`config.mk`:
```
export PLATFORM = sky130hd
export DESIGN_NAME = shd_sh_detect
export DESIGN_NICKNAME = d
export VERILOG_FILES = /design/src/rtl/shd_pkg.sv /design/src/rtl/shd_xition_det.sv /design/src/rtl/shd_hist_line.sv /design/src/rtl/shd_window_eval.sv /design/src/rtl/shd_sh_detect.sv
export SDC_FILE = /design/constraint.sdc
export NUM_CORES = 1
export LEC_CHECK = 0
export BUFFER_PORTS_ARGS = -buffer_cell sky130_fd_sc_hd__buf_4
export CAP_MARGIN = 20
export CORE_ASPECT_RATIO = 0.9
export CORE_MARGIN = 10
export CORE_UTILIZATION = 60
export CTS_BUF_LIST = sky130_fd_sc_hd__clkbuf_4
export CTS_CLUSTER_DIAMETER = 150
export DETAILED_ROUTE_END_ITERATION = 8
export GPL_ROUTABILITY_DRIVEN = 1
export GPL_TIMING_DRIVEN = 0
export HOLD_SLACK_MARGIN = 0.1
export PLACE_DENSITY_LB_ADDON = 0.3
export RECOVER_POWER = 25
export REMOVE_ABC_BUFFERS = 1
export SETUP_SLACK_MARGIN = 0.15
export SLEW_MARGIN = 20
export SYNTH_ARGS = -nofsm -noshare
export SYNTH_HDL_FRONTEND = slang
export SYNTH_SLANG_ARGS = --single-unit
export TNS_END_PERCENT = 100
```
`constraint.sdc`:
```
create_clock -name clk -period 5.65 [get_ports clk]
set_clock_uncertainty 0.2 [all_clocks]
set_input_delay 0.2825 -clock clk [delete_from_list [all_inputs] [get_ports clk]]
set_output_delay 0.2825 -clock clk [all_outputs]
set_load 0.005 [all_outputs]
```
`src/rtl/shd_pkg.sv`:
```
package shd_pkg;
    parameter int unsigned SHD_OFF_W = 6;
    typedef logic signed [SHD_OFF_W-1:0] off_t;
    typedef enum logic {POL_FALL = 1'b0, POL_RISE = 1'b1} pol_e;
endpackage

```
`src/rtl/shd_xition_det.sv`:
```
module shd_xition_det #(
    parameter int CH = 8
) (
    input  logic          clk,
    input  logic          rst_n,
    input  logic [CH-1:0] data_i,
    input  logic          sclk_i,
    input  logic          rise_i,
    output logic [CH-1:0] xition_o,
    output logic          edge_o
);
    import shd_pkg::*;

    typedef struct packed {
        logic [CH-1:0] prev_data;
        logic          prev_clk;
    } st_t;

    st_t st_d, st_q;
    pol_e pol;

    always_comb begin
        st_d           = st_q;
        st_d.prev_data = data_i;
        st_d.prev_clk  = sclk_i;
    end

    always_ff @(posedge clk) begin
        if (!rst_n) st_q <= '0;
        else        st_q <= st_d;
    end

    // per-channel change against the previous sample
    assign pol      = pol_e'(rise_i);
    assign xition_o = data_i ^ st_q.prev_data;
    assign edge_o   = (sclk_i == pol) && (st_q.prev_clk != pol);
endmodule

```
`src/rtl/shd_hist_line.sv`:
```
module shd_hist_line #(
    parameter int CH       = 8,
    parameter int DEPTH    = 33,
    parameter int EDGE_AGE = 16
) (
    input  logic                      clk,
    input  logic                      rst_n,
    input  logic [CH-1:0]             xition_i,
    input  logic                      edge_i,
    output logic [DEPTH-1:0][CH-1:0]  xh_o,
    output logic                      edge_due_o
);
    typedef struct packed {
        logic [DEPTH-1:0][CH-1:0] xh;
        logic [EDGE_AGE:0]        eh;
    } st_t;

    st_t st_d, st_q;

    always_comb begin
        st_d       = st_q;
        st_d.xh[0] = xition_i;
        st_d.eh[0] = edge_i;
        for (int i = 1; i < DEPTH; i++) begin
            st_d.xh[i] = st_q.xh[i-1];
        end
        for (int i = 1; i <= EDGE_AGE; i++) begin
            st_d.eh[i] = st_q.eh[i-1];
        end
    end

    always_ff @(posedge clk) begin
        if (!rst_n) st_q <= '0;
        else        st_q <= st_d;
    end

    assign xh_o       = st_q.xh;
    assign edge_due_o = st_q.eh[EDGE_AGE];
endmodule

```
`src/rtl/shd_window_eval.sv`:
```
module shd_window_eval #(
    parameter int CH   = 8,
    parameter int PRE  = 16,
    parameter int POST = 16
) (
    input  logic [PRE+POST:0][CH-1:0] xh_i,
    input  shd_pkg::off_t             setup_i,
    input  shd_pkg::off_t             hold_i,
    output logic [CH-1:0]             mask_o
);
    localparam int DEPTH = PRE + POST + 1;

    logic [DEPTH-1:0] in_win;

    // history age j holds the transition at offset POST-j from the edge
    for (genvar j = 0; j < DEPTH; j++) begin : g_win
        localparam int K = POST - j;
        assign in_win[j] = (int'(setup_i) <= K) && (K <= int'(hold_i));
    end

    always_comb begin
        mask_o = '0;
        for (int j = 0; j < DEPTH; j++) begin
            mask_o = mask_o | (xh_i[j] & {CH{in_win[j]}});
        end
    end
endmodule

```
`src/rtl/shd_sh_detect.sv`:
```
module shd_sh_detect #(
    parameter int CH    = 8,
    parameter int PRE   = 16,
    parameter int POST  = 16,
    parameter int IDX_W = 16
) (
    input  logic                 clk,
    input  logic                 rst_n,
    input  logic [CH-1:0]        smp_data,
    input  logic                 smp_clk,
    input  logic                 edge_rise,
    input  logic signed [5:0]    setup_off,
    input  logic signed [5:0]    hold_off,
    output logic                 viol_o,
    output logic [CH-1:0]        viol_mask_o,
    output logic [IDX_W-1:0]     viol_idx_o
);
    import shd_pkg::*;

    localparam int DEPTH = PRE + POST + 1;
    localparam int LAT   = POST + 1;

    typedef struct packed {
        logic             viol;
        logic [CH-1:0]    mask;
        logic [IDX_W-1:0] idx;
        logic [IDX_W-1:0] cnt;
    } st_t;

    st_t st_d, st_q;

    logic [CH-1:0]            xition;
    logic                     edge_now;
    logic [DEPTH-1:0][CH-1:0] xh;
    logic                     edge_due;
    logic [CH-1:0]            win_mask;
    logic                     hit;

    shd_xition_det #(.CH(CH)) det_i (
        .clk      (clk),
        .rst_n    (rst_n),
        .data_i   (smp_data),
        .sclk_i   (smp_clk),
        .rise_i   (edge_rise),
        .xition_o (xition),
        .edge_o   (edge_now)
    );

    shd_hist_line #(.CH(CH), .DEPTH(DEPTH), .EDGE_AGE(POST)) hist_i (
        .clk        (clk),
        .rst_n      (rst_n),
        .xition_i   (xition),
        .edge_i     (edge_now),
        .xh_o       (xh),
        .edge_due_o (edge_due)
    );

    shd_window_eval #(.CH(CH), .PRE(PRE), .POST(POST)) win_i (
        .xh_i    (xh),
        .setup_i (off_t'(setup_off)),
        .hold_i  (off_t'(hold_off)),
        .mask_o  (win_mask)
    );

    assign hit = edge_due && (|win_mask);

    always_comb begin
        st_d      = st_q;
        st_d.cnt  = st_q.cnt + 1'b1;
        st_d.viol = hit;
        st_d.mask = hit ? win_mask : '0;
        if (hit) begin
            // edge under evaluation was counted LAT samples ago
            st_d.idx = st_q.cnt - IDX_W'(LAT);
        end
    end

    always_ff @(posedge clk) begin
        if (!rst_n) st_q <= '0;
        else        st_q <= st_d;
    end

    assign viol_o      = st_q.viol;
    assign viol_mask_o = st_q.mask;
    assign viol_idx_o  = st_q.idx;
endmodule

```
==> results of run 1 <==
layer usage:
layer / global-route usage / vias to the layer above / part of all wire
met5: 0 / - / 0
met3: 0.06616 / 106 / 0.11
met4: 0.1173 / 0 / 0.044
li1: - / 4213 / -
met1: 0.3111 / 4206 / 0.42
met2: 0.3490 / 484 / 0.43
logic make-up after synthesis:
group	Yosys count	synth area share
AND/OR/NAND/NOR	464	0.2310
flip-flops	331	0.5473
AO/OA/AOI/OAI	192	0.1381
buffers and inverters	102	0.04443
XOR/XNOR	33	0.02387
multiplexers	16	0.01333
adder cells (fa/ha/maj)	2	0.002066
power groups by stage:
stage                     clock, W  combinational [W]  sequential, W
final                      0.00188           0.000296        0.00236
after global routing       0.00205           0.000306        0.00236
after CTS                  0.00192           0.000284        0.00236
after detailed placement         0           0.000276        0.00242
after global placement           0           0.000228        0.00241
after floorplan                  0          0.0000980        0.00241
flip-flops by register name (all words and copies together), names as in the netlist:
register / flops
det_i.st_q: 9
viol_idx_o: 16
hist_i.edge_due_o: 1
st_q: 16
viol_mask_o: 8
viol_o: 1
hist_i.st_d: 16
hist_i.xh_o: 264
worst register-to-register path: stages, from the launching register on:
cell,delay (ns)
dfxtp_1,0.31
a22o_1,0.20
a221oi_1,0.21
nand4_1,0.13
or4_1,0.67
or4_1,0.57
o21ai_4,0.65
mux2_1,0.40
stage by stage:
step                std cells  cell area [um2]
global route             1541            13890
global placement         1348            12280
floorplan                1045            11600
detailed placement       1387            12780
finish                   1543            13900
CTS                      1539            13900
cells in the final DEF (no fill, tap or decap), types with 6 or more instances in the layout:
| master | n |
|---|---|
| nand2_1 | 48 |
| buf_4 | 62 |
| dlygate4sd3_1 | 14 |
| dfxtp_1 | 331 |
| nor2b_1 | 6 |
| a32oi_1 | 6 |
| nand3_1 | 16 |
| clkinv_1 | 25 |
| or3_1 | 6 |
| and2_0 | 41 |
| a22o_1 | 28 |
| mux2i_1 | 15 |
| nor3_1 | 8 |
| a222oi_1 | 11 |
| buf_6 | 10 |
| nand4_1 | 17 |
| a22oi_1 | 51 |
| a221oi_2 | 13 |
| and3_1 | 15 |
| or4_1 | 8 |
| clkbuf_4 | 105 |
| xor2_1 | 16 |
| buf_2 | 13 |
| xnor2_1 | 17 |
| a2111oi_2 | 8 |
| nor2_1 | 9 |
| a221oi_1 | 26 |
| and2_1 | 270 |
worst paths after layout:
check / from / to / cells after the start
setup / recovery: hold_off[5] / viol_idx_o[0]$_SDFFE_PN0P_ / 12
hold reg to reg: hist_i.st_d[9]$_SDFF_PN0_ / hist_i.st_d[10]$_SDFF_PN0_ / 1
hold / removal: smp_data[6] / det_i.st_q[7]$_SDFF_PN0_ / 3
setup reg to reg: hist_i.xh_o[11]$_SDFF_PN0_ / viol_idx_o[0]$_SDFFE_PN0P_ / 7
cell type report:
class / count / area, um2
diodes: 3 / 7.507
clock buffers: 105 / 788.3
clock inverters: 33 / 182.7
fillers: 1490 / 6026
inverters: 7 / 26.28
multi-input cells: 707 / 5107
flip-flops and latches: 331 / 6626
well taps: 255 / 319.1
repair buffers: 102 / 842.1
==> run_results.csv, run 1 <==
group,metric,value,unit
setup_path,cp_top_family,"simple AND/OR/NAND/NOR gates",
timing,finalSetupViolations,0,
detailed_routing,route.vias.total,9009,
floorplan,pin_count,49,
synth,yosysWarnings,0,
setup_path,cp_num_buf_inv,3,
detailed_routing,wl_per_cell,20.28,um
global_route,track_usage,0.2365,
place,hpwl,20.61,mm
timing,drv_slew,112,
cts,cts_buffers,79,
place,dpl_worst_slack,0.6756,ns
timing,rsz0062_at_grt,"no",
timing,worst_pin_slew,3.648,ns
detailed_routing,avgViaCountPerCell,5.839,
setup_path,cp.required,6.02,ns
floorplan,die_h,154.8,um
synth,synth_area_leaders,"dfxtp_1, and2_1, a22oi_1",
cts,cts_resized,0,
worst_hold_path,hold_path.class,"input pin to flop",
cells_and_area,drive_above_1_share,0.1907,
timing,fin_ws,1.244,ns
timing,relSlewSlack,-1.432,
global_route,grt_pass1_vias,8914,
pwr,pwr-share-seq,0.521,
timing,hold_violations,0,
cts,post-cts-setup-buffer-count,0,
cts,cts_tree,"built",
synth,synth_commonest_cells,"dfxtp_1, and2_1, a22oi_1",
cells_and_area,area_growth,14.80,%
synth,synth_top_cell_by_area,"dfxtp_1",
setup_path,path_max_fanout,33,
status,violations,"capacitance limit, slew limit",
synth,synthArstFlopShare,0,
global_route,antenna_found_initial,1,
cts,clk_pin_slew_worst_paths,0.07,ns
cts,cts_root_buffer,"clkbuf_4",
setup_path,critPathKind,"input pin to flop",
synth,ys.flop_type,"dfxtp_1",
floorplan,core_area,19930,um2
global_route,grt_start_max_net_pins,134,
place,place.gp.congestion,0.9097,
detailed_routing,drt_iter0_drc,1150,
setup_path,critPathLaunchType,"input pin",
floorplan,die_w,169.7,um
setup_path,crit_chain,"buf_4 > nor2b_1 > a2111oi_2 > buf_2 > buf_2 > a22o_1 > a221oi_1 > nand4_1 > or4_1 > or4_1 > o21ai_4 > mux2_1",
synth,synth-seq-cells,331,
cts,cts_max_path_buffers,3,
pwr,p_switching,0.001131,W
synth,yosysTopAreaCellShare,0.5473,
place,port-buffer-count,48,
pwr,p_per_area,326.5,nW/um2
detailed_routing,drt-total-wl,31.29,mm
timing,final.setup.tns,0,ns
floorplan,initial_utilization,0.6077,
setup_path,max_stage_delay,0.67,ns
detailed_routing,antenna_left,0,
synth,synth_cell_types,68,
pwr,power_leakage,5.790,nW
global_route,grt_first_pass_wirelength,49.15,mm
floorplan,fp-row-count,49,
run,maxCapViolCount,1,
pwr,p_total,0.004538,W
setup_path,end_kind,"flop",
cells_and_area,nets,1254,
setup_path,reg2reg_slack,2.21,ns
floorplan,dieArea,26270,um2
detailed_routing,firstDrtPassIters,6,
pwr,p_clk_frac,0.414,
detailed_routing,drc_errors,0,
synth,synth_most_common_cell,"dfxtp_1",
synth,synth_cells,1140,
cts,numClockSinks,331,
pwr,internal_power,0.003407,W
cts,clk_latency,0.70,ns
global_route,overflow,0,
timing,post-route-min-period,4.406,ns
timing,timing.final.crit_share,0.7799,
timing,max_freq,226.9,MHz
cts,cts_max_level,3,
pwr,pwr-share-comb,0.065,
pwr,power.share.switching,0.2492,
cts,hold_buffers,14,
synth,synth.yosys.seq_area_share,0.5473,
synth,syn_area,12110,um2
status,status,"finished, violations left",
synth,syn_area_per_cell,10.62,um2
synth,synth_edf_count,0,
cells_and_area,utilization,0.6976,
setup_path,worst_ep_arrival_time,4.78,ns
timing,holdWs,0.1636,ns
pwr,vdd_drop_max,190.6,uV
setup_path,cp_slowest_cell,"or4_1",
Note: power is estimated with default switching activity, not from simulation.
==> run 2: changes to the inputs <==
- CORE_UTILIZATION: 60 -> 57
- clock period: 5.65 -> 3.6 ns (I/O delays scaled with it)
==> run_results.csv, run 2 (synthesis results as in run 1) <==
group,metric,value,unit
status,status,"finished, violations left",
status,violations,"capacitance limit, slew limit",
setup_path,cp.required,3.93,ns
place,place.gp.congestion,0.8901,
cts,cts_tree,"built",
global_route,antenna_found_initial,3,
place,dpl_worst_slack,-1.185,ns
detailed_routing,highest_layer,"met4",
detailed_routing,route.met2.wl,13.06,mm
floorplan,core_area,20830,um2
detailed_routing,wl_met3,3.618,mm
pwr,power_leakage,5.917,nW
global_route,grt_first_pass_wirelength,49.31,mm
global_route,grt_start_max_net_pins,164,
floorplan,dieArea,27480,um2
setup_path,path_max_fanout,33,
floorplan,initial_utilization,0.5812,
floorplan,pin_count,49,
floorplan,fp-row-count,50,
detailed_routing,antenna_left,0,
cells_and_area,largest_register_ffs,264,
setup_path,critPathLaunchType,"input pin",
timing,max_freq,295.1,MHz
timing,rsz0062_at_grt,"no",
place,hpwl,20.68,mm
cells_and_area,area_growth,17.08,%
global_route,grt_pass1_vias,8965,
timing,hold_violations,0,
detailed_routing,route.vias.total,9147,
worst_hold_path,hold_path.class,"input pin to flop",
detailed_routing,drt_iter0_drc,982,
setup_path,critPathKind,"input pin to flop",
timing,fin_ws,0.2112,ns
cells_and_area,final_common_cell,"dfxtp_1",
cts,numClockSinks,331,
cells_and_area,n_fill_cell,1589,
cts,cts_root_buffer,"clkbuf_4",
floorplan,die_h,158.3,um
cts,clk_latency,0.68,ns
detailed_routing,wl_per_cell,19.88,um
cts,cts_buffers,81,
run,maxCapViolCount,1,
floorplan,die_w,173.6,um
cts,cts_max_level,3,
timing,relSlewSlack,-0.1183,
place,place_inst,1417,
setup_path,end_kind,"flop",
detailed_routing,drt-total-wl,31.50,mm
cells_and_area,drive_above_1_share,0.2012,
cts,clk_pin_slew_worst_paths,0.06,ns
timing,holdWs,0.1741,ns
timing,post-route-min-period,3.389,ns
detailed_routing,wl_met1,13.36,mm
detailed_routing,firstDrtPassIters,7,
pwr,p_per_area,501.9,nW/um2
global_route,track_usage,0.2274,
cells_and_area,instances_no_fill,1585,
detailed_routing,avgViaCountPerCell,5.771,
timing,worst_pin_slew,1.677,ns
cells_and_area,layout_common_cells,"dfxtp_1, and2_1, clkbuf_4",
pwr,vdd_drop_max,216.3,uV
cells_and_area,nets,1275,
cts,cts_max_path_buffers,3,
timing,finalSetupViolations,0,
setup_path,worst_ep_arrival_time,3.72,ns
detailed_routing,drc_errors,0,
global_route,overflow,0,
place,port-buffer-count,48,
timing,drv_slew,51,
timing,timing.final.crit_share,0.9413,
## run 2: changes by cell type in the layout (fill, tap and decap cells not counted), sizes merged, moves of 4 or more
cell and delta:
clkbuf +9, buf +4, clkinv -10, inv -4, dlygate4sd3 +15
## run 2: power breakdown
part           switching, W  internal (W)
clock               0.00141       0.00152
sequential        0.0000182       0.00369
combinational      0.000319      0.000165
total               0.00174       0.00537
## run 2: layer usage
layer  GRT usage  vias up
li1            -     4254
met5           0        -
met3     0.06820      119
met2      0.3230      496
met4      0.1354        0
met1      0.3010     4278
## run 2: layout make-up
type                    count  area, um2  share of cell area
flip-flops and latches    331       6626              0.4674
inverters                   7      27.53            0.001942
diodes                      2      5.005           0.0003530
multi-input cells         707       5144              0.3628
well taps                 286      357.8             0.02524
clock buffers             114      855.8             0.06037
repair buffers            121       1067             0.07529
clock inverters            17      92.59            0.006531
## run 2: timing repair
item	in CTS	in global routing
endpoints found under the hold margin	196	0
setup endpoints to repair	16	16
buffers inserted	6	0
hold buffers	29	0
pin swaps	1	0
gates resized for setup	3	9
## run 2: path summary, 6_finish.rpt
kind	depth (start not counted)	startpoint	end	slack, ns
max	13	hold_off[5]	viol_idx_o[0]$_SDFFE_PN0P_	0.21
min	4	smp_data[1]	hist_i.xh_o[1]$_SDFF_PN0_	0.17
max reg2reg	8	hist_i.xh_o[17]$_SDFF_PN0_	viol_idx_o[0]$_SDFFE_PN0P_	0.54
min reg2reg	1	hist_i.st_d[8]$_SDFF_PN0_	hist_i.st_d[9]$_SDFF_PN0_	0.22
## run 2: per-stage QoR
| step | TNS, ns | power, W | util | cell area, um2 |
|---|---|---|---|---|
| 2_1_floorplan | 0 | 0.003938 | - | 11600 |
| 3_3_place_gp | -33.62 | 0.004152 | 0.5911 | 12310 |
| 3_5_place_dp | -16.43 | 0.004228 | 0.6166 | 12850 |
| 4_1_cts | 0 | 0.007163 | 0.6793 | 14150 |
| 5_1_grt | 0 | 0.007380 | 0.6804 | 14170 |
| 6_report | 0 | 0.007115 | 0.6805 | 14180 |
## run 2: worst max-delay path, stage by stage
cell       delay, ns
buf_8           0.26
a21boi_2        0.36
a2111oi_2       0.12
buf_4           0.20
buf_2           0.18
a22o_1          0.20
a221oi_2        0.17
nand4_1         0.11
or4_1           0.66
or4_4           0.59
o21ai_4         0.16
buf_12          0.16
mux2_1          0.33
==> run 3: changes to the inputs <==
- CTS_BUF_LIST: sky130_fd_sc_hd__clkbuf_4 -> sky130_fd_sc_hd__clkbuf_2 sky130_fd_sc_hd__clkbuf_4 sky130_fd_sc_hd__clkbuf_8
- SKIP_LAST_GASP: not set -> 1
==> run_results.csv, run 3 (synthesis results as in run 1) <==
group,metric,value,unit
global_route,antenna_found_initial,1,
cells_and_area,layout_common_cells,"dfxtp_1, and2_1, clkbuf_8",
cells_and_area,largest_register_ffs,264,
floorplan,initial_utilization,0.5812,
cells_and_area,seq_area,6626,um2
timing,hold_violations,0,
setup_path,max_stage_delay,0.61,ns
setup_path,worst_ep_arrival_time,3.59,ns
timing,relSlewSlack,-0.1226,
pwr,vdd_drop_max,339.4,uV
global_route,grt_pass1_vias,8614,
detailed_routing,wl_per_cell,20.46,um
worst_hold_path,hold_depth,3,
place,port-buffer-count,48,
cts,numClockSinks,331,
worst_hold_path,hold_path.class,"input pin to flop",
floorplan,core_area,20830,um2
status,violations,"capacitance limit, slew limit",
cells_and_area,antennaDiodeCount,0,
pwr,internal_power,0.005695,W
global_route,overflow,0,
place,dpl_worst_slack,-1.185,ns
cells_and_area,utilization,0.6816,
pwr,pwr-share-seq,0.499,
setup_path,cp.required,3.84,ns
cts,cts_max_level,2,
timing,timing.final.crit_share,0.9306,
global_route,grt_start_max_net_pins,164,
cts,clk_latency,0.57,ns
floorplan,die_h,158.3,um
pwr,pwr-share-comb,0.065,
cells_and_area,multi_input_area,5169,um2
floorplan,dieArea,27480,um2
global_route,grt_first_pass_wirelength,48.53,mm
setup_path,cp_top_family,"simple AND/OR/NAND/NOR gates",
detailed_routing,drt-total-wl,31.26,mm
timing,rsz0062_at_grt,"no",
cells_and_area,nets,1234,
floorplan,fp-row-count,50,
timing,worst_pin_slew,1.684,ns
timing,max_freq,298.5,MHz
setup_path,cp_slowest_cell,"or4_4",
run,maxCapViolCount,1,
timing,finalSetupViolations,0,
place,hpwl,20.68,mm
cts,cts_buffers,51,
global_route,track_usage,0.2225,
setup_path,critPathKind,"input pin to flop",
cells_and_area,area_growth,17.27,%
cells_and_area,stdcell_area,14200,um2
setup_path,crit_chain,"buf_4 > and3_1 > a2111oi_2 > buf_4 > buf_2 > a22o_1 > a221oi_2 > nand4_1 > or4_4 > or4_4 > o21ai_4 > buf_12 > mux2_1",
pwr,p_switching,0.001744,W
floorplan,pin_count,49,
setup_path,path_max_fanout,18,
place,place.gp.congestion,0.8901,
cts,clk_pin_slew_worst_paths,0.06,ns
detailed_routing,drc_errors,0,
cts,cts_max_path_buffers,3,
cts,cts_tree,"built",
cells_and_area,final_common_cell,"dfxtp_1",
detailed_routing,firstDrtPassIters,5,
detailed_routing,antenna_left,0,
timing,post-route-min-period,3.350,ns
detailed_routing,drt_iter0_drc,1139,
timing,fin_ws,0.2497,ns
setup_path,end_kind,"flop",
cells_and_area,n_fill_cell,1558,
detailed_routing,route.vias.total,8923,
setup_path,worst-path-stages,13,
pwr,power_leakage,5.855,nW
cts,cts_root_buffer,"clkbuf_8",
timing,final.setup.tns,0,ns
floorplan,die_w,173.6,um
detailed_routing,avgViaCountPerCell,5.840,
pwr,power.share.switching,0.2345,
cells_and_area,drive_above_1_share,0.1852,
status,status,"finished, violations left",
pwr,p_clk_frac,0.436,
timing,drv_slew,51,
setup_path,critPathLaunchType,"input pin",
setup_path,cp_num_buf_inv,4,
setup_path,ff2ff_path_depth,8,
pwr,p_per_area,524.0,nW/um2
place,placed_area,12850,um2
[run 3: changes by cell type in the layout (fill, tap and decap cells not counted), sizes merged, moves of 2 or more]
cell	before	now
buf	91	76
clkbuf	115	100
dlygate4sd3	29	13
clkinv	17	6
diode	2	0
[run 3: worst register-to-register path, cell delays in order (launching register included)]
cell	delay, ns
dfxtp_1	0.31
a22o_1	0.19
a221oi_1	0.21
nand4_1	0.14
or4_1	0.64
or4_1	0.53
o21ai_4	0.19
buf_12	0.16
mux2_1	0.34
[run 3: what timing repair did]
item / in CTS / in global routing
endpoints found under the setup margin: 16 / 13
pin swaps: 1 / 1
gates resized for setup: 10 / 9
buffers inserted: 6 / 4
endpoints found under the hold margin: 66 / 0
hold buffers: 13 / 0
[run 3: final timing paths]
path	startpoint	to	slack (ns)
max reg2reg	hist_i.xh_o[11]$_SDFF_PN0_	viol_idx_o[0]$_SDFFE_PN0P_	0.57
min reg2reg	hist_i.st_d[9]$_SDFF_PN0_	hist_i.st_d[10]$_SDFF_PN0_	0.23
min	smp_data[2]	det_i.st_q[3]$_SDFF_PN0_	0.17
max	setup_off[4]	viol_idx_o[0]$_SDFFE_PN0P_	0.25
[run 3: through the flow]
step | total power, W | hold WS, ns | cells
after floorplan | 0.003938 | 0.1017 | 1045
after global placement | 0.004152 | 0.2013 | 1379
after detailed placement | 0.004228 | 0.2027 | 1417
after CTS | 0.007448 | 0.1499 | 1523
after global routing | 0.007665 | 0.1862 | 1528
final | 0.007440 | 0.1749 | 1528
[run 3: area by class of cell]
cell class | count | area share
well taps | 286 | 0.02520
clock buffers | 79 | 0.07085
multi-input cells | 707 | 0.3640
repair buffers | 110 | 0.06618
inverters | 7 | 0.002027
clock inverters | 8 | 0.005023
flip-flops and latches | 331 | 0.4667
[run 3: routing by layer]
layer	vias to the layer above	share of wire	GRT usage
li1	4131	-	-
met1	4209	0.44	0.3073
met2	462	0.40	0.3199
met3	121	0.11	0.05754
met4	0	0.045	0.1041
met5	-	0	0
[run 3: power groups by stage]
stage                     clock network (W)  logic (W)  registers, W
after floorplan                           0   0.000154       0.00378
after global placement                    0   0.000363       0.00379
after detailed placement                  0   0.000437       0.00379
after CTS                           0.00328   0.000455       0.00371
after global routing                0.00345   0.000502       0.00371
final                               0.00325   0.000484       0.00371
